===== src/rtl/baud_frac_pkg.sv =====
package baud_frac_pkg;
    typedef enum logic [1:0] {
        BG_OFF   = 2'd0,
        BG_BASE  = 2'd1,
        BG_EXTRA = 2'd2
    } bg_state_e;
endpackage


===== src/rtl/baud_cfg_watch.sv =====
// Holds registered copies of the divisor and fraction and flags any change.
module baud_cfg_watch #(
    parameter int DIV_W  = 16,
    parameter int FRAC_W = 4
) (
    input  logic              clk,
    input  logic              rst_n,
    input  logic [DIV_W-1:0]  div_in,
    input  logic [FRAC_W-1:0] frac_in,
    output logic [DIV_W-1:0]  div_q,
    output logic [FRAC_W-1:0] frac_q,
    output logic              changed
);
    always_comb changed = (div_in != div_q) || (frac_in != frac_q);

    always_ff @(posedge clk or negedge rst_n) begin
        if (!rst_n) begin
            div_q  <= '0;
            frac_q <= '0;
        end else begin
            div_q  <= div_in;
            frac_q <= frac_in;
        end
    end
endmodule


===== src/rtl/baud_frac_acc.sv =====
// Fraction accumulator: a carry on the running sum marks the current period as stretched.
module baud_frac_acc #(
    parameter int FRAC_W = 4
) (
    input  logic              clk,
    input  logic              rst_n,
    input  logic              clear,
    input  logic              step,
    input  logic [FRAC_W-1:0] frac,
    output logic              carry
);
    logic [FRAC_W-1:0] acc;
    logic [FRAC_W:0]   sum;

    always_comb begin
        sum   = {1'b0, acc} + {1'b0, frac};
        carry = sum[FRAC_W];
    end

    always_ff @(posedge clk or negedge rst_n) begin
        if (!rst_n)     acc <= '0;
        else if (clear) acc <= '0;
        else if (step)  acc <= sum[FRAC_W-1:0];
    end

    // a zero fraction never stretches a period
    assert_no_carry_zero_frac_R2: assert property (@(posedge clk) disable iff (!rst_n)
        (frac == '0) |-> !carry);
endmodule


===== src/rtl/baud_grp_cnt.sv =====
// Counts ticks within a group; flags the last tick of each group.
module baud_grp_cnt #(
    parameter int FRAC_W = 4
) (
    input  logic clk,
    input  logic rst_n,
    input  logic clear,
    input  logic step,
    output logic last
);
    logic [FRAC_W-1:0] grp;

    always_comb last = &grp;

    always_ff @(posedge clk or negedge rst_n) begin
        if (!rst_n)     grp <= '0;
        else if (clear) grp <= '0;
        else if (step)  grp <= grp + FRAC_W'(1);
    end

    assert_group_wrap_R4: assert property (@(posedge clk) disable iff (!rst_n)
        (step && last && !clear) |=> (grp == '0));
endmodule


===== src/rtl/baud_frac_gen.sv =====
module baud_frac_gen #(
    parameter int DIV_W  = 16,
    parameter int FRAC_W = 4
) (
    input  logic              clk,
    input  logic              rst_n,
    input  logic              enable,
    input  logic [DIV_W-1:0]  divisor,
    input  logic [FRAC_W-1:0] fraction,
    output logic              tick,
    output logic              bit_stb
);
    import baud_frac_pkg::*;

    bg_state_e         st, st_nx;
    logic [DIV_W-1:0]  cnt, cnt_nx;
    logic [DIV_W-1:0]  div_q;
    logic [FRAC_W-1:0] frac_q;
    logic              changed, carry, last;
    logic              clear, period_end;
    logic              tick_q, stb_q;

    baud_cfg_watch #(.DIV_W(DIV_W), .FRAC_W(FRAC_W)) u_cfg (
        .clk(clk), .rst_n(rst_n), .div_in(divisor), .frac_in(fraction),
        .div_q(div_q), .frac_q(frac_q), .changed(changed)
    );

    baud_frac_acc #(.FRAC_W(FRAC_W)) u_acc (
        .clk(clk), .rst_n(rst_n), .clear(clear), .step(period_end),
        .frac(frac_q), .carry(carry)
    );

    baud_grp_cnt #(.FRAC_W(FRAC_W)) u_grp (
        .clk(clk), .rst_n(rst_n), .clear(clear), .step(period_end),
        .last(last)
    );

    always_comb clear = !enable || changed;

    // next-state process
    always_comb begin
        st_nx      = st;
        cnt_nx     = cnt;
        period_end = 1'b0;
        unique case (st)
            BG_OFF: begin
                st_nx  = BG_BASE;
                cnt_nx = '0;
            end
            BG_BASE: begin
                if (cnt == div_q) begin
                    cnt_nx = '0;
                    if (carry) st_nx = BG_EXTRA;
                    else       period_end = 1'b1;
                end else begin
                    cnt_nx = cnt + DIV_W'(1);
                end
            end
            BG_EXTRA: begin
                st_nx      = BG_BASE;
                cnt_nx     = '0;
                period_end = 1'b1;
            end
            default: begin
                st_nx  = BG_OFF;
                cnt_nx = '0;
            end
        endcase
        if (clear) begin
            st_nx      = enable ? BG_BASE : BG_OFF;
            cnt_nx     = '0;
            period_end = 1'b0;
        end
    end

    // state register
    always_ff @(posedge clk or negedge rst_n) begin
        if (!rst_n) begin
            st  <= BG_OFF;
            cnt <= '0;
        end else begin
            st  <= st_nx;
            cnt <= cnt_nx;
        end
    end

    // output register
    always_ff @(posedge clk or negedge rst_n) begin
        if (!rst_n) begin
            tick_q <= 1'b0;
            stb_q  <= 1'b0;
        end else begin
            tick_q <= period_end;
            stb_q  <= period_end && last;
        end
    end

    assign tick    = tick_q;
    assign bit_stb = stb_q;

    assert_quiet_when_off_R6: assert property (@(posedge clk) disable iff (!rst_n)
        !enable |=> (!tick && !bit_stb));

    assert_stb_on_tick_R4: assert property (@(posedge clk) disable iff (!rst_n)
        bit_stb |-> tick);

    assert_restart_R7: assert property (@(posedge clk) disable iff (!rst_n)
        (enable && changed) |=> (st == BG_BASE && cnt == '0 && !tick));

    assert_extra_single_R3: assert property (@(posedge clk) disable iff (!rst_n)
        (st == BG_EXTRA && !clear) |=> (tick && st == BG_BASE));

    assert_min_gap_R2: assert property (@(posedge clk) disable iff (!rst_n)
        (tick && div_q != '0) |=> !tick);
endmodule


===== config.mk =====
export PLATFORM = sky130hd
export DESIGN_NAME = baud_frac_gen
export DESIGN_NICKNAME = d
export VERILOG_FILES = /design/src/rtl/baud_frac_pkg.sv /design/src/rtl/baud_cfg_watch.sv /design/src/rtl/baud_frac_acc.sv /design/src/rtl/baud_grp_cnt.sv /design/src/rtl/baud_frac_gen.sv
export SDC_FILE = /design/constraint.sdc
export NUM_CORES = 1
export LEC_CHECK = 0
export BUFFER_PORTS_ARGS = -buffer_cell sky130_fd_sc_hd__buf_2
export CAP_MARGIN = 0
export CORE_ASPECT_RATIO = 1.25
export CORE_MARGIN = 3
export CORE_UTILIZATION = 30
export DETAILED_ROUTE_END_ITERATION = 12
export MAX_ROUTING_LAYER = met4
export SETUP_SLACK_MARGIN = 0.1
export SLEW_MARGIN = 15
export SYNTH_ARGS = -nofsm -noshare
export SYNTH_HDL_FRONTEND = slang
export SYNTH_SLANG_ARGS = --single-unit

===== constraint.sdc =====
create_clock -name clk -period 2.8 [get_ports clk]
set_input_delay 0.56 -clock clk [delete_from_list [all_inputs] [get_ports clk]]
set_output_delay 0.56 -clock clk [all_outputs]
set_load 0.02 [all_outputs]

### After elaboration in Yosys (flattened, before gate mapping)

Cells that the tools add are included.

| storage, ports and cells | value |
|---|---|
| output and inout bits | 2 |
| input bits | 23 |
| bits in registers | 48 |
| word-level logic and storage cells | 43 |

| cells by class | value |
|---|---|
| reductions and logical operators | 9 |
| muxes and demuxes | 16 |
| $add $sub $neg | 3 |
| equality and inequality tests | 7 |

Operators by type and width:

| kind | number |
|---|---|
| 16-bit two-way mux | 3 |
| 16-bit by 1-bit adder with 16-bit output, second input constant | 1 |
| 16-bit equality test | 1 |
| 4-bit two-way mux | 4 |
| 16-bit != test | 1 |
| 2-bit two-way mux | 3 |
| 4-bit by 4-bit adder with 5-bit output | 1 |
| 4-bit by 1-bit adder with 4-bit output, second input constant | 1 |
| 1-bit two-way mux | 4 |
| 4-bit != test | 1 |
| 2-bit one-hot mux with 2 select lines | 1 |
| 4-bit AND reduction | 1 |
| 3-bit by 2-bit != test with 1-bit output, second input constant | 1 |
| 3-bit != test, second input constant | 1 |
| 2-bit by 1-bit equality test with 1-bit output, second input constant | 1 |
| 2-bit equality test, second input constant | 1 |
| 2-bit zero test | 1 |
| 1-bit logical OR | 2 |
| 1-bit one-hot mux with 2 select lines | 1 |
| 2-bit AND reduction | 1 |
| 2-bit nonzero test | 1 |
| 2-bit OR reduction | 1 |
| 1-bit logical AND | 1 |
| 1-bit zero test | 1 |

### Longest topological paths before layout

Gate-level depths: netlist (run 1).

| logic depth | value |
|---|---|
| word-level depth | 7 |
| gate-level depth with buffers | 8 |
| mapped depth without buffers | 8 |

### By module

A second synthesis (run 1) with hierarchy kept.

| second synthesis, totals | value |
|---|---|
| cell total of the unflattened synthesis | 211 |
| area, all modules | 2,397.3 um^2 |

By module, submodules not included:

| module | cells an instance | area an instance (um^2) | instances | sequential area each (um^2) |
|---|---|---|---|---|
| baud_frac_gen | 119 | 1,182.4 | 1 | 500.5 |
| baud_cfg_watch | 47 | 716.9 | 1 | 500.5 |
| baud_frac_acc | 28 | 299.0 | 1 | 100.1 |
| baud_grp_cnt | 17 | 198.9 | 1 | 100.1 |

### Worst setup path before layout (run 1)

No wires, ideal clock.

| path | value |
|---|---|
| kind | reg2reg |
| start point | register u_cfg.frac_q[0] |
| end point | register u_grp.grp[2] |
| clock period less this slack | 2.059 ns |
| cell stages (with the launch flop) | 8 |
| path buffers | 0 |
| arrival | 1.981 ns |
| library setup time | 0.078 ns |
| required time | 2.722 ns |
| slack | 0.741 ns |
| cells stage by stage | dfrtp_1 ha_1 fa_1 a21o_1 a21oi_1 a21oi_2 or3_1 a21oi_1 |

| on the way | value |
|---|---|
| cells in the longest elaborated chain, start to end | 6 |
| elaborated cells between the ends (all ways) | 10 |
| classes of those cells | add/sub: 1; eq/ne: 1; mux: 5; reduce/logical: 3 |

RTL lines:

| item | line | source |
|---|---|---|
| from (decl) | baud_cfg_watch.sv:11 | `output logic [FRAC_W-1:0] frac_q,` |
| from (signal assigned) | baud_cfg_watch.sv:22 | `frac_q <= frac_in;` |
| 4-bit by 4-bit adder with 5-bit output | baud_frac_acc.sv:16 | `sum = {1'b0, acc} + {1'b0, frac};` |
| 1-bit two-way mux | baud_frac_gen.sv:53 | `if (carry) st_nx = BG_EXTRA;` |
| 1-bit two-way mux | baud_frac_gen.sv:51 | `if (cnt == div_q) begin` |
| 1-bit one-hot mux with 2 select lines | baud_frac_gen.sv:45 | `unique case (st)` |
| 1-bit two-way mux | baud_frac_gen.sv:69 | `if (clear) begin` |
| 2-bit nonzero test (no source line) | -- |  |
| to (signal assigned) | baud_grp_cnt.sv:18 | `else if (step) grp <= grp + FRAC_W'(1);` |
| to (decl) | baud_grp_cnt.sv:11 | `logic [FRAC_W-1:0] grp;` |

Several ways; a longest one is shown, not always the timed one.
A chain may end at the register's enable or synchronous reset.

### Worst setup path in the final report (run 1)

| path | value |
|---|---|
| start point | register u_cfg.frac_q[0] |
| end point | register u_grp.grp[3] |

The elaborated chain is that of the path after synthesis.

==> metrics.txt, run 1 <==
status=finished clean; HPWL after DPL=3517 um; synth warn=0; logic gate share of total power=0.080; IR drop worst, VDD=0.2612 mV; Clock Tree Root=clkbuf_8; Psw=0.2750 mW; post-CTS sizing=0; Crit Path Max Fanout=10; CTS Buffer Depth=2; via count=1587; H-tree depth=2; Setup Viol. Count Final=0; GRT Util Overall=0.1145; final core utilization=0.3548; vias in the first global route=1724; Worst-path clk slew=0.08 ns; Mapped Cells=215; syn nets=249; CP Launch Type=flip-flop; Int Pwr=0.9244 mW; sequential-to-total area share from yosys stat=0.5063; Vias per Instance=4.723; WP data required=3.02 ns; Die X=85.54 um; fin crit period=2.215 ns; RSZ-0062 raised after global routing=false; Cell Rows=35; fin nets=278; TritonCTS clock tree=yes; Clock Skews=0.004483 ns; max cap viols=0; Clock Latency Late Sink=0.29 ns; fin. max-slew vios=0; largest net degree at the start of global routing=29; Switching Share=0.2293; synth unique cells=32; minimum hold slack=0.2858 ns; Ports=25; final worst-path cycle share=0.7911; WL per Instance=13.48 um; total wire length=4529 um; first-pass GRT wire length=7990 um; Initial Util=0.3150; Slew @ Worst Pin=0.6309 ns; most frequent cell on the critical path=a21oi_1; Crit path largest cell delay=0.41 ns; DR iter-0 viols=37; Non-Filler Instances=336; fin area=2673 um2; Post-Syn Area=2372 um2; Num CTS Buffers=5; routability cong.=0.7600; Post-DRT Antenna Nets=0; fraction of layout cells with a size suffix above 1=0.1557; Pleak=1.123 nW; Antenna diodes=0; Fmax achieved=451.5 MHz; leading register cell type out of synthesis=dfrtp_1; antenna violations before repair=0; Placed Area=2595 um2; worst relative slew slack=0.5794; # Post-CTS Setup Buffers=0; grt total ovfl=0; CP Class=flip-flop to flip-flop; detailed-route DRC error count=0; crit path max-delay cell type=fa_1; EDFF count, synth=0; average cell area after synthesis=11.03 um2; #FFs+latches synth=48; Sequential Power Share=0.602; CP Cell Sequence=ha_1 -> fa_1 -> a21o_1 -> a21oi_1 -> a21oi_2 -> or3_1 -> a21oi_1; clock sinks=48; total negative slack=0 ns; PD cells=448.8 nW/um2; Fin. Hold Viols=0; IO Port Bufs=24; CP arrival=2.43 ns; CP endpoint kind=flip-flop; clock share of power=0.317; router iterations before antenna repair=4; Die Y=105.4 um; hold_buf cts=0; Worst Hold Class=input port to async pin; placed cell count=329; synth-to-layout area growth=12.66%; die area=9017 um2; asr flop ratio synth=1.000; Core Box Area=7532 um2
-- worst paths after layout --
kind	startpoint	end	slack, ns	cells past startpoint
min in group clk	divisor[1]	u_cfg.div_q[1]	0.40	1
hold / removal	rst_n	u_cfg.frac_q[1]	0.29	1
setup reg to reg	u_cfg.frac_q[0]	u_grp.grp[3]	0.59	7
hold reg to reg	cnt[0]	cnt[0]	0.54	1
setup / recovery	u_cfg.frac_q[0]	u_grp.grp[3]	0.59	7
max in group asynchronous	rst_n	u_cfg.div_q[7]	1.91	2
-- layout make-up --
class                           instances  area, um2
Multi-Input combinational cell        157       1117
Clock inverter                          1      5.005
Inverter                                5      18.77
Tap cell                               92      115.1
Clock buffer                            6      72.57
Sequential cell                        48       1201
Fill cell                             775       4860
Timing Repair Buffer                   27      142.6
-- cells in the mapped netlist, drive strengths merged, types with 2 or more instances --
master | count | area share
dfrtp | 48 | 0.51
xnor2 | 40 | 0.15
nor2 | 21 | 0.033
nand4 | 12 | 0.032
xor2 | 12 | 0.044
a21oi | 11 | 0.025
nand3 | 11 | 0.023
ha | 10 | 0.053
nand2 | 7 | 0.011
o21ai | 7 | 0.015
and3 | 6 | 0.016
inv | 5 | 0.0079
a21o | 3 | 0.010
buf | 3 | 0.012
nor4 | 3 | 0.011
or3 | 3 | 0.0079
clkbuf | 2 | 0.0032
mux2i | 2 | 0.0084
nor3 | 2 | 0.0042
-- sequential cells by signal, summed over array words and instances, names as in the netlist --
name / flops
cnt: 16
u_cfg.div_q: 16
u_acc.acc: 4
u_cfg.frac_q: 4
u_grp.grp: 4
st: 2
bit_stb: 1
tick: 1
-- critical path: cells and delay by family (launching register included) --
kind                     cells  cell delay [ns]
AO/OA/AOI/OAI                4             0.75
adder cells (fa/ha/maj)      2             0.64
flip-flops                   1             0.40
AND/OR/NAND/NOR              1             0.37
-- power by group through the flow --
stage | combinational [mW] | clock [mW] | sequential, mW
2_1_floorplan | 0.0501 | 0 | 0.734
3_3_place_gp | 0.0993 | 0 | 0.737
3_5_place_dp | 0.0993 | 0 | 0.737
4_1_cts | 0.0998 | 0.402 | 0.723
5_1_grt | 0.110 | 0.434 | 0.725
6_report | 0.0964 | 0.380 | 0.723
-- kinds of logic after synthesis --
| logic type | count (synthesis) | synth area share |
|---|---|---|
| xor+xnor | 52 | 0.1952 |
| simple gates | 68 | 0.1461 |
| buf+inv | 10 | 0.02268 |
| compound gates | 24 | 0.06013 |
| fa+ha+maj | 11 | 0.06118 |
| mux | 2 | 0.008439 |
| flops | 48 | 0.5063 |
-- cells in the final DEF, fill, tap and decap left out, drive strengths merged --
cell | netlist | layout
clkbuf | 2 | 6
and3 | 6 | 6
buf | 3 | 27
xnor2 | 40 | 40
nor2 | 21 | 21
fa | 1 | 1
mux2i | 2 | 2
ha | 10 | 10
o21ai | 7 | 7
or3 | 3 | 3
or2 | 1 | 1
a21o | 3 | 3
a311oi | 1 | 1
o21a | 1 | 1
nand4 | 12 | 12
nor4 | 3 | 3
inv | 5 | 5
and2 | 1 | 1
clkinv | 0 | 1
o41ai | 1 | 1
nor3 | 2 | 2
nand3 | 11 | 11
nand2b | 1 | 1
a21oi | 11 | 11
xor2 | 12 | 12
dfrtp | 48 | 48
nand2 | 7 | 7
-- per-layer routing --
layer,vias up,GRT usage,part of all wire
met5,-,-,0
met4,0,0.04186,0.016
met3,8,0.02267,0.040
met2,34,0.1800,0.49
met1,757,0.1459,0.45
li1,788,-,-
-- through the flow --
stage / total power, mW / setup WS [ns]
after CTS: 1.225 / 0.5942
after floorplan: 0.7841 / 0.7408
after detailed placement: 0.8361 / 0.5911
final: 1.199 / 0.5850
after global routing: 1.270 / 0.4048
after global placement: 0.8359 / 0.6556
Power figures use the tool's default switching activity.
==> inputs of run 2 (changes only) <==
Clock period 2.8 ns to 1.8 ns, I/O delays scaled along.
==> metrics.txt, run 2 (synthesized netlist as in run 1, its figures left out) <==
Storage cell area=1201 um2 (unchanged); detailed-route DRC error count=0 (unchanged); fin. max-slew vios=0 (unchanged); Antenna diodes=0 (unchanged); Clock Tree Root=clkbuf_8 (unchanged); vias in the first global route=1805 (was 1724); routability cong.=0.8047 (was 0.7600); Num CTS Buffers=5 (unchanged); commonest cells after routing, fill and taps aside=dfrtp_1, xnor2_1, buf_4 (was dfrtp_1, xnor2_1, buf_2); worst r2r src=u_cfg.frac_q[0] (unchanged); RSZ-0062 raised after global routing=true (was false); WL per Instance=14.48 um (was 13.48 um); critical path depth in cells=9 (was 7); antenna violations before repair=0 (unchanged); Vias per Instance=4.715 (was 4.723); Setup Viol. Count Final=28 (was 0); Core Box Area=7532 um2 (unchanged); synth-to-layout area growth=37.08% (was 12.66%); final core utilization=0.4317 (was 0.3548); grt total ovfl=0 (unchanged); Non-Filler Instances=372 (was 336); fin nets=313 (was 278); multi-input logic area=1369 um2 (was 1117 um2); max cap viols=0 (unchanged); Crit path largest cell delay=0.42 ns (was 0.41 ns); Initial Util=0.3150 (unchanged); violations in the final reports=setup timing; top flop regs=cnt: 16 flops, u_cfg.div_q: 16 flops (unchanged); GRT Util Overall=0.1249 (was 0.1145); final worst-path cycle share=1.117 (was 0.7911); IO Port Bufs=24 (unchanged); crit path max-delay cell type=dfrtp_1 (was fa_1); largest net degree at the start of global routing=49 (was 29); HPWL after DPL=3648 um (was 3517 um); status=finished, violations left (was finished clean); CTS Buffer Depth=2 (unchanged); Pleak=1.392 nW (was 1.123 nW); PD cells=611.3 nW/um2 (was 448.8 nW/um2); Slew @ Worst Pin=0.3400 ns (was 0.6309 ns); DR iter-0 viols=94 (was 37); Post-DRT Antenna Nets=0 (unchanged); CP startpoint=u_cfg.frac_q[0] (unchanged); Clock Skews=0.006120 ns (was 0.004483 ns); clock sinks=48 (unchanged); reg2reg path depth=9 (was 7); fin crit period=2.011 ns (was 2.215 ns); Clock Latency Late Sink=0.30 ns (was 0.29 ns); CP Cell Sequence=ha_4 -> fa_2 -> a21o_1 -> a21oi_2 -> buf_4 -> a21o_4 -> buf_6 -> nand3_1 -> a21oi_1 (was ha_1 -> fa_1 -> a21o_1 -> a21oi_1 -> a21oi_2 -> or3_1 -> a21oi_1); TritonCTS clock tree=yes (unchanged); Fin. Hold Viols=0 (unchanged); Cell Rows=35 (unchanged); Ports=25 (unchanged); worst relative slew slack=0.7716 (was 0.5794); CP Launch Type=flip-flop (unchanged); die area=9017 um2 (unchanged); total wire length=5388 um (was 4529 um); commonest non-fill, non-tap cell in the layout=dfrtp_1 (unchanged); Buffers & Inverters on Critical Path=2 (was 0); minimum hold slack=0.02235 ns (was 0.2858 ns); via count=1754 (was 1587); fraction of layout cells with a size suffix above 1=0.3857 (was 0.1557); IR drop worst, VDD=0.3056 mV (was 0.2612 mV); first-pass GRT wire length=8528 um (was 7990 um); fill count=710 (was 775); Worst-path clk slew=0.09 ns (was 0.08 ns); Die Y=105.4 um (unchanged); CP endpoint kind=flip-flop (unchanged); Crit Path Max Fanout=4 (was 10); H-tree depth=2 (unchanged); CP delay by family, top=compound AO/OA/AOI/OAI gates (unchanged); router iterations before antenna repair=4 (unchanged); WP data required=2.03 ns (was 3.02 ns); Worst Hold Class=input port to async pin (unchanged); Fmax achieved=497.4 MHz (was 451.5 MHz); setup ws final=-0.2106 ns (was 0.5850 ns); CP Class=flip-flop to flip-flop (unchanged); Die X=85.54 um (unchanged); placed cell count=353 (was 329); CP arrival=2.24 ns (was 2.43 ns)
==> run 2: where the power goes <==
group          switching (mW)  total, mW  leakage [nW]  internal, mW
clock network           0.359      0.673        0.0455         0.314
registers              0.0235       1.12         0.622          1.10
logic                  0.0951      0.190         0.724        0.0948
total                   0.478       1.99          1.39          1.51
==> run 2: final timing paths <==
check	slack (ns)	to
min in group clk	0.18	u_cfg.div_q[7]
max in group asynchronous	1.54	u_cfg.div_q[15]
setup / recovery	-0.21	u_grp.grp[1]
hold reg to reg	0.58	cnt[0]
hold / removal	0.02	tick
setup reg to reg	-0.21	u_grp.grp[1]
==> run 2: final cells by class <==
class | count | area share
Multi-Input combinational cell | 157 | 0.4209
Sequential cell | 48 | 0.3694
Timing Repair Buffer | 62 | 0.1408
Tap cell | 92 | 0.03540
Clock buffer | 8 | 0.02770
Inverter | 5 | 0.005771
==> run 2: through the flow <==
stage	instance area (um2)	power (mW)	setup TNS (ns)	setup slack, ns
after detailed placement	2816	1.317	-6.400	-0.3251
after CTS	3105	2.004	-3.353	-0.1960
final	3252	1.988	-3.233	-0.2106
after floorplan	2389	1.222	-0.2739	-0.06980
after global placement	2816	1.315	-6.092	-0.3075
after global routing	3252	2.068	-6.130	-0.3198
==> run 2: metal layers <==
| metal | wire length [um] | global-route usage | part of all wire | vias up |
|---|---|---|---|---|
| met4 | 106 | 0.04751 | 0.020 | 0 |
| met1 | 2170 | 0.1393 | 0.40 | 868 |
| met5 | 0 | - | 0 | - |
| li1 | - | - | - | 858 |
| met2 | 2995 | 0.2189 | 0.56 | 20 |
| met3 | 116 | 0.02346 | 0.022 | 8 |
==> run 2: timing repair <==
| item | CTS | global route |
|---|---|---|
| setup buffers | 8 | 3 |
| setup endpoints to repair | 28 | 28 |
| cloned | 1 | 0 |
| resized for setup | 32 | 24 |
| pin swaps | 20 | 36 |
| hold buffers | 0 | 0 |
